**src/rtl/dsq_pkg.sv**
```systemverilog
package dsq_pkg;

    typedef enum logic [2:0] {
        ST_IDLE,
        ST_ITER,
        ST_SIGN,
        ST_CORR,
        ST_DONE
    } dsq_state_e;

    // signed result digit: +1, 0, -1 (two's complement style code)
    typedef enum logic [1:0] {
        DG_ZERO = 2'b00,
        DG_POS  = 2'b01,
        DG_NEG  = 2'b11
    } dsq_digit_e;

    typedef enum logic {
        OP_DIV  = 1'b0,
        OP_SQRT = 1'b1
    } dsq_op_e;

endpackage

```
**src/rtl/dsq_select.sv**
```systemverilog
module dsq_select
    import dsq_pkg::*;
#(
    parameter int EW = 5
) (
    input  logic [EW-1:0] s_top_i,
    input  logic [EW-1:0] c_top_i,
    output dsq_digit_e    dig_o
);

    // estimate of the doubled remainder, LSB weight one half
    logic [EW-1:0] est;

    always_comb begin
        est = s_top_i + c_top_i;
        if (!est[EW-1]) begin
            dig_o = DG_POS;
        end else if (&est) begin
            dig_o = DG_ZERO;
        end else begin
            dig_o = DG_NEG;
        end
    end

endmodule

```
**src/rtl/dsq_recur.sv**
```systemverilog
module dsq_recur
    import dsq_pkg::*;
#(
    parameter int WW = 30,
    parameter int FB = 26,
    parameter int QW = 26,
    parameter int CW = 5
) (
    input  logic          clk_i,
    input  logic          rst_ni,
    input  logic          load_i,
    input  logic          step_i,
    input  dsq_op_e       op_i,
    input  logic [WW-1:0] init_i,
    input  logic [WW-1:0] dvs_i,
    input  logic [QW-1:0] q_i,
    input  logic [QW-1:0] qm_i,
    input  logic [CW-1:0] idx_i,
    output dsq_digit_e    dig_o,
    output logic          neg_o
);

    localparam int EW = 5;
    localparam logic [CW-1:0] ETOP = CW'(FB - 2);
    localparam logic [WW-1:0] ONE = {{(WW-1){1'b0}}, 1'b1};
    localparam logic signed [WW-1:0] LIM = $signed(ONE << (FB + 1));

    logic [WW-1:0] ws_q, wc_q;
    logic [WW-1:0] sh_s, sh_c;
    logic [WW-1:0] q_w, qm_w, ebit, addend, nsum, ncar, rem_w;
    logic [WW-2:0] maj;
    logic          cin;

    assign sh_s = {ws_q[WW-2:0], 1'b0};
    assign sh_c = {wc_q[WW-2:0], 1'b0};

    dsq_select #(.EW(EW)) u_sel (
        .s_top_i (sh_s[WW-1:WW-EW]),
        .c_top_i (sh_c[WW-1:WW-EW]),
        .dig_o   (dig_o)
    );

    // partial root in remainder format, and the digit-position bit
    assign q_w  = {{(WW-QW){1'b0}}, q_i} << 1;
    assign qm_w = {{(WW-QW){1'b0}}, qm_i} << 1;
    assign ebit = ONE << (ETOP - idx_i);

    always_comb begin
        addend = '0;
        cin    = 1'b0;
        unique case (dig_o)
            DG_POS: begin
                addend = (op_i == OP_SQRT) ? ~(q_w | ebit) : ~dvs_i;
                cin    = 1'b1;
            end
            DG_NEG: begin
                addend = (op_i == OP_SQRT) ? (qm_w | ebit | (ebit << 1)) : dvs_i;
            end
            default: begin
                addend = '0;
            end
        endcase
    end

    // 3:2 carry-save step, no carry propagation
    assign nsum = sh_s ^ sh_c ^ addend;
    assign maj  = (sh_s[WW-2:0] & sh_c[WW-2:0]) |
                  (sh_s[WW-2:0] & addend[WW-2:0]) |
                  (sh_c[WW-2:0] & addend[WW-2:0]);
    assign ncar = {maj, cin};

    always_ff @(posedge clk_i) begin
        if (!rst_ni) begin
            ws_q <= '0;
            wc_q <= '0;
        end else if (load_i) begin
            ws_q <= init_i;
            wc_q <= '0;
        end else if (step_i) begin
            ws_q <= nsum;
            wc_q <= ncar;
        end
    end

    assign rem_w = ws_q + wc_q;
    assign neg_o = rem_w[WW-1];

    AST_REM_BOUND: assert property (@(posedge clk_i) disable iff (!rst_ni)
        (load_i || step_i) |=> ($signed(rem_w) >= -LIM && $signed(rem_w) < LIM));

endmodule

```
**src/rtl/dsq_otf.sv**
```systemverilog
module dsq_otf
    import dsq_pkg::*;
#(
    parameter int QW = 26,
    parameter int CW = 5
) (
    input  logic          clk_i,
    input  logic          rst_ni,
    input  logic          load_i,
    input  dsq_op_e       op_i,
    input  logic          step_i,
    input  dsq_digit_e    dig_i,
    input  logic [CW-1:0] idx_i,
    output logic [QW-1:0] q_o,
    output logic [QW-1:0] qm_o
);

    localparam logic [QW-1:0] ONE  = {{(QW-1){1'b0}}, 1'b1};
    localparam logic [QW-1:0] UNIT = ONE << (QW - 1);
    localparam logic [CW-1:0] PTOP = CW'(QW - 2);
    localparam logic [CW-1:0] GTOP = CW'(QW - 1);

    logic [QW-1:0] q_q, qm_q, dbit;

    assign dbit = ONE << (PTOP - idx_i);

    always_ff @(posedge clk_i) begin
        if (!rst_ni) begin
            q_q  <= '0;
            qm_q <= '0;
        end else if (load_i) begin
            // root starts at 1.0, quotient at 0; second register is one unit below
            q_q  <= (op_i == OP_SQRT) ? UNIT : '0;
            qm_q <= (op_i == OP_SQRT) ? '0 : UNIT;
        end else if (step_i) begin
            unique case (dig_i)
                DG_POS: begin
                    q_q  <= q_q | dbit;
                    qm_q <= q_q;
                end
                DG_NEG: begin
                    q_q  <= qm_q | dbit;
                    qm_q <= qm_q;
                end
                default: begin
                    q_q  <= q_q;
                    qm_q <= qm_q | dbit;
                end
            endcase
        end
    end

    assign q_o  = q_q;
    assign qm_o = qm_q;

    AST_OTF_GAP: assert property (@(posedge clk_i) disable iff (!rst_ni)
        step_i |-> ((q_q - qm_q) == (ONE << (GTOP - idx_i))));

endmodule

```
**src/rtl/dsq_unit.sv**
```systemverilog
module dsq_unit
    import dsq_pkg::*;
#(
    parameter int MW = 24
) (
    input  logic          clk_i,
    input  logic          rst_ni,
    input  logic          start_i,
    input  logic          op_sqrt_i,
    input  logic [MW-1:0] opa_i,
    input  logic [MW-1:0] opb_i,
    output logic          busy_o,
    output logic          done_o,
    output logic [MW:0]   res_o
);

    localparam int NDIG = MW + 1;
    localparam int QW   = MW + 2;
    localparam int FB   = MW + 2;
    localparam int WW   = FB + 4;
    localparam int CW   = $clog2(NDIG + 1);
    localparam int LAT  = NDIG + 3;
    localparam int LCW  = $clog2(LAT + 2);
    localparam logic [CW-1:0] LAST = CW'(NDIG - 1);
    localparam logic [WW-1:0] HALF = {{(WW-1){1'b0}}, 1'b1} << (FB - 1);

    dsq_state_e    state_q, state_d;
    dsq_op_e       op_q, op_in;
    dsq_digit_e    dig;
    logic [WW-1:0] dvs_q, dvs_d, init_d, a_w;
    logic [CW-1:0] cnt_q;
    logic [QW-1:0] q_r, qm_r, sel_w;
    logic          neg_q, rem_neg, accept, step;
    logic [MW:0]   res_q;
    logic [LCW-1:0] lat_q;

    assign op_in  = op_sqrt_i ? OP_SQRT : OP_DIV;
    assign accept = (state_q == ST_IDLE) && start_i;
    assign step   = (state_q == ST_ITER);

    // operand alignment: dividend halved, radicand biased by the initial root 1.0
    assign a_w    = {{(WW-MW){1'b0}}, opa_i} << 1;
    assign init_d = op_sqrt_i ? (a_w - HALF) : a_w;
    assign dvs_d  = {{(WW-MW){1'b0}}, opb_i} << 2;

    // state register
    always_ff @(posedge clk_i) begin
        if (!rst_ni) begin
            state_q <= ST_IDLE;
        end else begin
            state_q <= state_d;
        end
    end

    // next state
    always_comb begin
        state_d = state_q;
        unique case (state_q)
            ST_IDLE: if (start_i) state_d = ST_ITER;
            ST_ITER: if (cnt_q == LAST) state_d = ST_SIGN;
            ST_SIGN: state_d = ST_CORR;
            ST_CORR: state_d = ST_DONE;
            ST_DONE: state_d = ST_IDLE;
            default: state_d = ST_IDLE;
        endcase
    end

    // outputs
    always_comb begin
        busy_o = (state_q != ST_IDLE);
        done_o = (state_q == ST_DONE);
        res_o  = res_q;
    end

    // datapath control registers
    always_ff @(posedge clk_i) begin
        if (!rst_ni) begin
            op_q  <= OP_DIV;
            dvs_q <= '0;
            cnt_q <= '0;
            neg_q <= 1'b0;
            res_q <= '0;
        end else begin
            if (accept) begin
                op_q  <= op_in;
                dvs_q <= dvs_d;
                cnt_q <= '0;
            end else if (step) begin
                cnt_q <= cnt_q + 1'b1;
            end
            if (state_q == ST_SIGN) begin
                neg_q <= rem_neg;
            end
            if (state_q == ST_CORR) begin
                res_q <= sel_w[MW:0];
            end
        end
    end

    assign sel_w = neg_q ? qm_r : q_r;

    dsq_recur #(.WW(WW), .FB(FB), .QW(QW), .CW(CW)) u_rec (
        .clk_i  (clk_i),
        .rst_ni (rst_ni),
        .load_i (accept),
        .step_i (step),
        .op_i   (op_q),
        .init_i (init_d),
        .dvs_i  (dvs_q),
        .q_i    (q_r),
        .qm_i   (qm_r),
        .idx_i  (cnt_q),
        .dig_o  (dig),
        .neg_o  (rem_neg)
    );

    dsq_otf #(.QW(QW), .CW(CW)) u_otf (
        .clk_i  (clk_i),
        .rst_ni (rst_ni),
        .load_i (accept),
        .op_i   (op_in),
        .step_i (step),
        .dig_i  (dig),
        .idx_i  (cnt_q),
        .q_o    (q_r),
        .qm_o   (qm_r)
    );

    // cycle counter for the latency property
    always_ff @(posedge clk_i) begin
        if (!rst_ni) begin
            lat_q <= '0;
        end else if (accept) begin
            lat_q <= LCW'(1);
        end else if (busy_o && lat_q < LCW'(LAT + 1)) begin
            lat_q <= lat_q + 1'b1;
        end
    end

    AST_LATENCY: assert property (@(posedge clk_i) disable iff (!rst_ni)
        done_o |-> (lat_q == LCW'(LAT)));
    AST_DONE_PULSE: assert property (@(posedge clk_i) disable iff (!rst_ni)
        done_o |=> !done_o);
    AST_ACCEPT: assert property (@(posedge clk_i) disable iff (!rst_ni)
        (start_i && !busy_o) |=> busy_o);
    AST_CAPTURE_HOLD: assert property (@(posedge clk_i) disable iff (!rst_ni)
        busy_o |=> ($stable(op_q) && $stable(dvs_q)));
    AST_RES_HOLD: assert property (@(posedge clk_i) disable iff (!rst_ni)
        (!busy_o || done_o) |=> $stable(res_o));
    AST_RES_FITS: assert property (@(posedge clk_i) disable iff (!rst_ni)
        (state_q == ST_CORR) |-> !sel_w[QW-1]);

endmodule

```
**config.mk**
```make
export PLATFORM = sky130hd
export DESIGN_NAME = dsq_unit
export DESIGN_NICKNAME = d
export VERILOG_FILES = /design/src/rtl/dsq_pkg.sv /design/src/rtl/dsq_select.sv /design/src/rtl/dsq_recur.sv /design/src/rtl/dsq_otf.sv /design/src/rtl/dsq_unit.sv
export SDC_FILE = /design/constraint.sdc
export NUM_CORES = 1
export LEC_CHECK = 0
export BUFFER_PORTS_ARGS = -buffer_cell sky130_fd_sc_hd__buf_2
export CELL_PAD_IN_SITES_DETAIL_PLACEMENT = 1
export CELL_PAD_IN_SITES_GLOBAL_PLACEMENT = 2
export CORE_ASPECT_RATIO = 0.75
export CORE_UTILIZATION = 33
export DETAILED_ROUTE_END_ITERATION = 8
export HOLD_SLACK_MARGIN = 0.05
export PLACE_DENSITY_LB_ADDON = 0.1
export SLEW_MARGIN = 20
export SYNTH_ARGS = -nofsm -noshare
export SYNTH_HDL_FRONTEND = slang
export SYNTH_SLANG_ARGS = --single-unit
export TNS_END_PERCENT = 5
```
**constraint.sdc**
```tcl
create_clock -name clk_i -period 3.2 [get_ports clk_i]
set_clock_uncertainty 0.15 [all_clocks]
set_input_delay 0.48 -clock clk_i [delete_from_list [all_inputs] [get_ports clk_i]]
set_output_delay 0.48 -clock clk_i [all_outputs]
set_load 0.02 [all_outputs]
```
==> tab_implementation.tex, run 1 <==
\begin{tabular}{lr}
\hline
Metric & Value \\
\hline
\multicolumn{2}{l}{\textbf{Floorplanning}} \\
\quad Overall die area & 30630 um2 \\
\quad Area of the placeable core & 29260 um2 \\
\quad Initial cell density of the core & 33.75\% \\
\quad Die extent in y & 151.8 um \\
\quad Standard-cell rows & 54 \\
\quad I/O pin count & 79 \\
\quad Horizontal die dimension & 201.7 um \\
\multicolumn{2}{l}{\textbf{Clock network}} \\
\quad TritonCTS Sinks & 170 \\
\quad Post-CTS Hold Fix Bufs & 0 \\
\quad Worst skew pair latency & 0.44 ns \\
\quad CTS buffer count & 17 \\
\quad Max Root-Sink Buffers & 2 \\
\quad CTS tree & yes \\
\quad Root buffer selected by CTS & sky130\_fd\_sc\_hd\_\_clkbuf\_16 \\
\quad Depth of the CTS H-tree & 4 \\
\quad Clock-pin slew on the worst setup and hold paths & 0.08 ns \\
\multicolumn{2}{l}{\textbf{Place}} \\
\quad Routability Congestion & 0.8535 \\
\quad Number of buffers inserted by port buffering & 78 \\
\quad Half-perimeter wire length after detailed placement & 25540 um \\
\quad Setup slack at placement & -0.1812 ns \\
\multicolumn{2}{l}{\textbf{Drt}} \\
\quad DR vias/cell & 5.472 \\
\quad Wire length reported by the detailed router & 35760 um \\
\quad Routed length on met1 & 17670 um \\
\quad Remaining routing DRC violations & 0 \\
\quad Sum of met3 wire segment lengths after detailed routing & 1028 um \\
\quad Highest routed metal layer & met4 \\
\quad Average wire per cell in the routed design & 20.96 um \\
\quad DR WL met2 & 16530 um \\
\quad Routed via count & 9335 \\
\quad Antenna-violating nets left & 0 \\
\quad Starting DRT DRC Count & 415 \\
\quad 1st-pass router iterations & 5 \\
\multicolumn{2}{l}{\textbf{Final layout}} \\
\quad Leading cell types in the layout, fill and taps excluded & sky130\_fd\_sc\_hd\_\_nand2\_1, sky130\_fd\_sc\_hd\_\_dfxtp\_1, sky130\_fd\_sc\_hd\_\_buf\_4 \\
\quad Most common cell after layout, fill and taps aside & sky130\_fd\_sc\_hd\_\_nand2\_1 \\
\quad Layout net count & 1416 \\
\quad Ant diodes & 0 \\
\quad Filler cell count in the final layout & 3451 \\
\quad Fraction of layout instances using a drive strength above 1 & 22.98\% \\
\quad Synth-to-Final Area Change & 23.01\% \\
\multicolumn{2}{l}{\textbf{Worst setup path}} \\
\quad Startpoint of the worst register-to-register path & u\_rec.ws\_q[24] \\
\quad Worst path required time & 3.43 ns \\
\quad Worst Path Class, Setup & flip-flop to flip-flop \\
\quad Setup crit end kind & flip-flop \\
\quad Slack of the worst reg-to-reg path & 0.008 ns \\
\quad Arrival time at the worst endpoint & 3.42 ns \\
\quad Count of cells along the worst register-to-register path & 13 \\
\quad Crit path launch type & flip-flop \\
\quad Worst reg2reg endpoint & u\_rec.ws\_q[7] \\
\quad Biggest fanout along the worst timing path & 7 \\
\multicolumn{2}{l}{\textbf{STA}} \\
\quad Number of endpoints failing setup at the final stage & 0 \\
\quad Period utilization & 99.75\% \\
\quad Worst-Margin Slew & 0.9381 ns \\
\quad Final setup slack of the worst path & 0.008128 ns \\
\quad Normalized max-slew margin & 37.39\% \\
\quad Final number of max-transition violations & 0 \\
\quad Upper clock frequency limit & 0.3133 GHz \\
\quad Hold Vio Cnt, Final & 0 \\
\quad RSZ-0062 raised after global routing & true \\
\quad Final critical-path required period & 3.192 ns \\
\multicolumn{2}{l}{\textbf{Logic synthesis}} \\
\quad Synth cell types & 70 \\
\quad Number of synthesized register bits & 170 \\
\quad Post-synthesis net count & 1304 \\
\quad Synthesized area & 9874 um2 \\
\quad Post-synth top flop & sky130\_fd\_sc\_hd\_\_dfxtp\_1 \\
\quad Proportion of synthesized chip area in sequential cells & 34.47\% \\
\quad Avg Inst Size Synth & 8.305 um2 \\
\quad Async SR Flop Fraction & 0\% \\
\quad Mapped Cells & 1189 \\
\quad Number of flops mapped to enable cells by yosys & 0 \\
\quad YS warnings & 0 \\
\multicolumn{2}{l}{\textbf{Worst hold path}} \\
\quad Type of the worst min-delay path & primary input to flip-flop \\
\quad Hold depth & 2 \\
\quad Worst hold start & opa\_i[1] \\
\quad Hold-critical path endpoint & u\_rec.ws\_q[2] \\
\multicolumn{2}{l}{\textbf{Power}} \\
\quad Overall power consumption & 7.556 mW \\
\quad Power per standard cell area & 622.1 nW/um2 \\
\quad Max IR drop VDD & 0.3264 mV \\
\quad Static leakage & 5.066 nW \\
\multicolumn{2}{l}{\textbf{Global route}} \\
\quad Total global-route track usage & 23.33\% \\
\quad Largest net degree at the start of global routing & 52 \\
\quad GRT Residual Overflow & 0 \\
\quad First-pass GRT wire length & 55480 um \\
\quad Antenna violations before repair & 0 \\
\quad Via count of the first global-routing pass & 9494 \\
\multicolumn{2}{l}{\textbf{Run status}} \\
\quad Status & finished, final reports clean \\
\multicolumn{2}{l}{\textbf{Run}} \\
\quad Total of max-cap violations & 0 \\
\hline
\end{tabular}
-- metal layers --
| metal | GRT usage [%] | up-vias |
|---|---|---|
| met3 | 3.218 | 32 |
| met5 | 0 | - |
| met4 | 5.447 | 0 |
| li1 | - | 4476 |
| met2 | 38.14 | 155 |
| met1 | 32.43 | 4672 |
-- sequential cells by signal, summed over array words and instances, names as in the netlist --
name / count
dvs_q: 24
u_rec.ws_q: 30
op_q: 1
u_otf.qm_o: 26
state_q: 3
neg_q: 1
u_rec.wc_q: 29
u_otf.q_o: 26
cnt_q: 5
res_o: 25
-- cell families after synthesis --
| family | Yosys count | synth area share [%] |
|---|---|---|
| DFF | 170 | 34.47 |
| buffers and inverters | 172 | 7.400 |
| and+or+nand+nor | 367 | 16.56 |
| AOI/OAI and AO/OA | 387 | 28.62 |
| adders and majority gates | 63 | 10.04 |
| xor gates and xnor gates | 12 | 1.064 |
| muxes | 18 | 1.850 |
-- synth_stat cells (all sizes together), types with 3 or more instances --
master / n / area (um2)
nand2: 188 / 728.2
dfxtp: 170 / 3403
a21oi: 80 / 400.4
nor2: 79 / 299.0
inv: 72 / 270.3
clkbuf: 62 / 232.7
a21boi: 52 / 390.4
o21ai: 40 / 215.2
a211oi: 39 / 292.8
o211ai: 38 / 285.3
buf: 37 / 224.0
ha: 36 / 450.4
nand3: 31 / 165.2
nor3: 30 / 160.2
fa: 27 / 540.5
o211a: 26 / 260.3
o221a: 25 / 281.5
mux2i: 16 / 160.2
a31oi: 15 / 93.84
o22ai: 13 / 81.33
o32a: 10 / 100.1
nand4: 8 / 50.05
o31ai: 8 / 60.06
a311oi: 7 / 61.31
xnor2: 7 / 61.31
a21o: 6 / 45.04
and3: 6 / 37.54
nor3b: 6 / 50.05
and2: 5 / 33.78
nor2b: 5 / 31.28
o311ai: 5 / 43.80
xor2: 5 / 43.79
a22oi: 4 / 30.03
o21a: 3 / 22.52
or3: 3 / 23.77
-- power breakdown --
part           internal [mW]  switching (mW)  total [mW]
clock                   1.06            1.00        2.06
combinational           1.18            1.67        2.85
sequential              2.38           0.262        2.65
-- final cells by class --
| type | instances | area [um2] | area share [%] |
|---|---|---|---|
| Tap cell | 392 | 490.5 | 4.038 |
| Multi-Input combinational cell | 847 | 5946 | 48.95 |
| Clock buffer | 19 | 452.9 | 3.729 |
| Sequential cell | 170 | 3411 | 28.08 |
| Clock inverter | 13 | 106.4 | 0.8756 |
| Inverter | 73 | 274.0 | 2.256 |
| Timing Repair Buffer | 192 | 1466 | 12.07 |
-- per-stage QoR --
| stage | area [um2] | hold slack, ns | std cells | utilization [%] | TNS (ns) |
|---|---|---|---|---|---|
| after floorplan | 9874 | 0.2934 | 1189 | - | 0 |
| after global placement | 11280 | 0.3105 | 1667 | 38.56 | -0.4156 |
| after detailed placement | 11280 | 0.3236 | 1667 | 38.56 | -0.7515 |
| after CTS | 11880 | 0.1063 | 1699 | 40.60 | -0.05278 |
| after global routing | 12150 | 0.1139 | 1706 | 41.52 | -1.353 |
| final | 12150 | 0.1220 | 1706 | 41.52 | 0 |
-- how the worst max path moves through the flow --
stage,startpoint,endpoint,cells past startpoint
5_1_grt,u_rec.ws_q[24],u_rec.ws_q[7],13
6_report,u_rec.ws_q[24],u_rec.ws_q[7],13
3_5_place_dp,u_rec.ws_q[25],u_rec.ws_q[11],11
4_1_cts,cnt_q[0],u_rec.ws_q[12],14
3_3_place_gp,u_rec.ws_q[25],u_rec.ws_q[11],11
2_1_floorplan,cnt_q[0],u_rec.ws_q[15],13
-- critical path, stage by stage, from the launching register on --
cell and delay [ns]:
sky130_fd_sc_hd__dfxtp_4 0.36, sky130_fd_sc_hd__ha_4 0.16, sky130_fd_sc_hd__buf_4 0.12, sky130_fd_sc_hd__a21o_1 0.17
sky130_fd_sc_hd__a2111o_1 0.39, sky130_fd_sc_hd__and3_4 0.21, sky130_fd_sc_hd__and2_4 0.20, sky130_fd_sc_hd__clkbuf_16 0.16
sky130_fd_sc_hd__buf_12 0.14, sky130_fd_sc_hd__a22oi_2 0.28, sky130_fd_sc_hd__fa_1 0.47, sky130_fd_sc_hd__nand2_1 0.08
sky130_fd_sc_hd__o211ai_1 0.09, sky130_fd_sc_hd__a21boi_1 0.14
-- what timing repair did --
action                                  CTS  global route
gates cloned                              0             1
pin swaps                                 0            27
gates resized for setup                  15            60
setup buffers                             0             6
endpoints found under the setup margin   16            45
Power figures use the tool's default switching activity.
==> run 2, diff against run 1 <==
Settings changed: RECOVER_POWER set to 100.
==> run 2 against run 1 <==
- combinational power hardly changed
- maximum frequency hardly changed
- utilization is 0.11 points lower
- die area stayed put
- global-route usage stayed put
- sequential power hardly changed
- critical path type unchanged
==> tab_implementation.tex, run 2 (same netlist as run 1, synthesis figures left out) <==
\begin{tabular}{lr}
\hline
Metric & Value \\
\hline
\multicolumn{2}{l}{\textbf{Drt}} \\
\quad 1st-pass router iterations & 7 \\
\quad Starting DRT DRC Count & 401 \\
\quad Wire length reported by the detailed router & 35780 um \\
\quad Average wire per cell in the routed design & 20.97 um \\
\quad Routed via count & 9340 \\
\quad DR vias/cell & 5.475 \\
\quad Antenna-violating nets left & 0 \\
\quad Remaining routing DRC violations & 0 \\
\multicolumn{2}{l}{\textbf{Run}} \\
\quad Total of max-cap violations & 0 \\
\multicolumn{2}{l}{\textbf{Place}} \\
\quad Setup slack at placement & -0.1812 ns \\
\quad Placed Cells & 1667 \\
\quad Routability Congestion & 0.8535 \\
\quad Number of buffers inserted by port buffering & 78 \\
\quad Half-perimeter wire length after detailed placement & 25540 um \\
\multicolumn{2}{l}{\textbf{Worst setup path}} \\
\quad Crit path launch type & flip-flop \\
\quad Buffering stage count on the worst path with inverters included & 3 \\
\quad Arrival time at the worst endpoint & 3.41 ns \\
\quad Worst Path Class, Setup & flip-flop to flip-flop \\
\quad Kind of cell adding the most delay to the critical path & compound AO/OA/AOI/OAI gates \\
\quad Cells traversed along the worst timing path & ha\_4 -> buf\_4 -> a21o\_1 -> a2111o\_1 -> and3\_4 -> and2\_4 -> clkbuf\_16 -> buf\_12 -> a22oi\_1 -> fa\_1 -> nand2\_1 -> o211ai\_1 -> a21boi\_0 \\
\quad Biggest fanout along the worst timing path & 7 \\
\quad Worst path max stage delay & 0.47 ns \\
\quad Setup crit end kind & flip-flop \\
\quad Slowest cell on the critical path & sky130\_fd\_sc\_hd\_\_fa\_1 \\
\quad Worst path required time & 3.42 ns \\
\multicolumn{2}{l}{\textbf{STA}} \\
\quad Final number of max-transition violations & 0 \\
\quad Final setup slack of the worst path & 0.01009 ns \\
\quad Final critical-path required period & 3.190 ns \\
\quad Number of endpoints failing setup at the final stage & 0 \\
\quad Period utilization & 99.68\% \\
\quad Upper clock frequency limit & 0.3135 GHz \\
\quad Normalized max-slew margin & 13.03\% \\
\quad RSZ-0062 raised after global routing & true \\
\quad Worst-Margin Slew & 1.305 ns \\
\quad Hold Vio Cnt, Final & 0 \\
\multicolumn{2}{l}{\textbf{Power}} \\
\quad Power per standard cell area & 623.5 nW/um2 \\
\quad Static leakage & 4.958 nW \\
\quad Max IR drop VDD & 0.3253 mV \\
\multicolumn{2}{l}{\textbf{Final layout}} \\
\quad Most common cell after layout, fill and taps aside & sky130\_fd\_sc\_hd\_\_nand2\_1 \\
\quad Synth-to-Final Area Change & 22.68\% \\
\quad Fraction of layout instances using a drive strength above 1 & 21.00\% \\
\quad Max reg flops & 30 \\
\quad Filler cell count in the final layout & 3459 \\
\quad Leading cell types in the layout, fill and taps excluded & sky130\_fd\_sc\_hd\_\_nand2\_1, sky130\_fd\_sc\_hd\_\_dfxtp\_1, sky130\_fd\_sc\_hd\_\_buf\_4 \\
\quad Layout net count & 1416 \\
\quad Register with the highest flop count & u\_rec.ws\_q \\
\quad Leading registers by flop count & u\_rec.ws\_q x30, u\_rec.wc\_q x29 \\
\quad Ant diodes & 0 \\
\quad Final cell count without fillers & 1706 \\
\multicolumn{2}{l}{\textbf{Clock network}} \\
\quad Max Root-Sink Buffers & 2 \\
\quad Depth of the CTS H-tree & 4 \\
\quad CTS tree & yes \\
\quad Root buffer selected by CTS & sky130\_fd\_sc\_hd\_\_clkbuf\_16 \\
\quad Post-CTS Hold Fix Bufs & 0 \\
\quad CTS buffer count & 17 \\
\quad Worst skew pair latency & 0.44 ns \\
\quad TritonCTS Sinks & 170 \\
\quad Clock-pin slew on the worst setup and hold paths & 0.08 ns \\
\multicolumn{2}{l}{\textbf{Worst hold path}} \\
\quad Type of the worst min-delay path & primary input to flip-flop \\
\multicolumn{2}{l}{\textbf{Floorplanning}} \\
\quad Die extent in y & 151.8 um \\
\quad Horizontal die dimension & 201.7 um \\
\quad Standard-cell rows & 54 \\
\quad Area of the placeable core & 29260 um2 \\
\quad I/O pin count & 79 \\
\quad Initial cell density of the core & 33.75\% \\
\quad Overall die area & 30630 um2 \\
\multicolumn{2}{l}{\textbf{Global route}} \\
\quad Antenna violations before repair & 0 \\
\quad GRT Residual Overflow & 0 \\
\quad Via count of the first global-routing pass & 9494 \\
\quad First-pass GRT wire length & 55480 um \\
\quad Largest net degree at the start of global routing & 52 \\
\quad Total global-route track usage & 23.33\% \\
\multicolumn{2}{l}{\textbf{Run status}} \\
\quad Status & finished, final reports clean \\
\hline
\end{tabular}
run 2: per-stage QoR:
step           total power, mW  util (%)  setup TNS (ns)  hold slack [ns]  area [um2]
2_1_floorplan            4.310         -               0           0.2934        9874
3_3_place_gp             5.335     38.56         -0.4156           0.3105       11280
3_5_place_dp             5.372     38.56         -0.7515           0.3236       11280
4_1_cts                  7.488     40.60        -0.05278           0.1063       11880
5_1_grt                  8.027     41.41          -1.353           0.1139       12110
6_report                 7.554     41.41               0           0.1228       12110
run 2: layer usage:
metal	global-route usage, %	share of wire [%]	vias up
met3	3.218	2.9	32
li1	-	-	4473
met4	5.447	1.5	0
met2	38.14	46	155
met1	32.43	50	4680
met5	0	0	-
run 2: worst paths after layout:
path / from / end / slack (ns) / depth (start not counted)
max reg2reg: u_rec.ws_q[24] / u_rec.ws_q[10] / 0.01 / 13
min reg2reg: dvs_q[20] / dvs_q[20] / 0.33 / 2
min: opa_i[1] / u_rec.ws_q[2] / 0.12 / 2
max: u_rec.ws_q[24] / u_rec.ws_q[10] / 0.01 / 13
run 2: layout make-up:
type	count	area (um2)	share of cell area (%)
multi-input cells	847	5944	49.07
well taps	392	490.5	4.049
repair buffers	192	1435	11.85
flip-flops and latches	170	3411	28.16
clock buffers	19	452.9	3.739
inverters	73	274.0	2.262
clock inverters	13	106.4	0.8779
run 2: timing repair:
| action | CTS | global route |
|---|---|---|
| pin swaps | 0 | 27 |
| endpoints found under the setup margin | 16 | 45 |
| gates cloned | 0 | 1 |
| setup buffers | 0 | 6 |
| gates resized for setup | 15 | 60 |
run 2: where the power goes:
part | switching [mW] | internal [mW] | leakage, nW | total, mW
clock network | 1.00 | 1.06 | 0.273 | 2.06
registers | 0.263 | 2.38 | 1.39 | 2.65
logic | 1.67 | 1.18 | 3.30 | 2.85
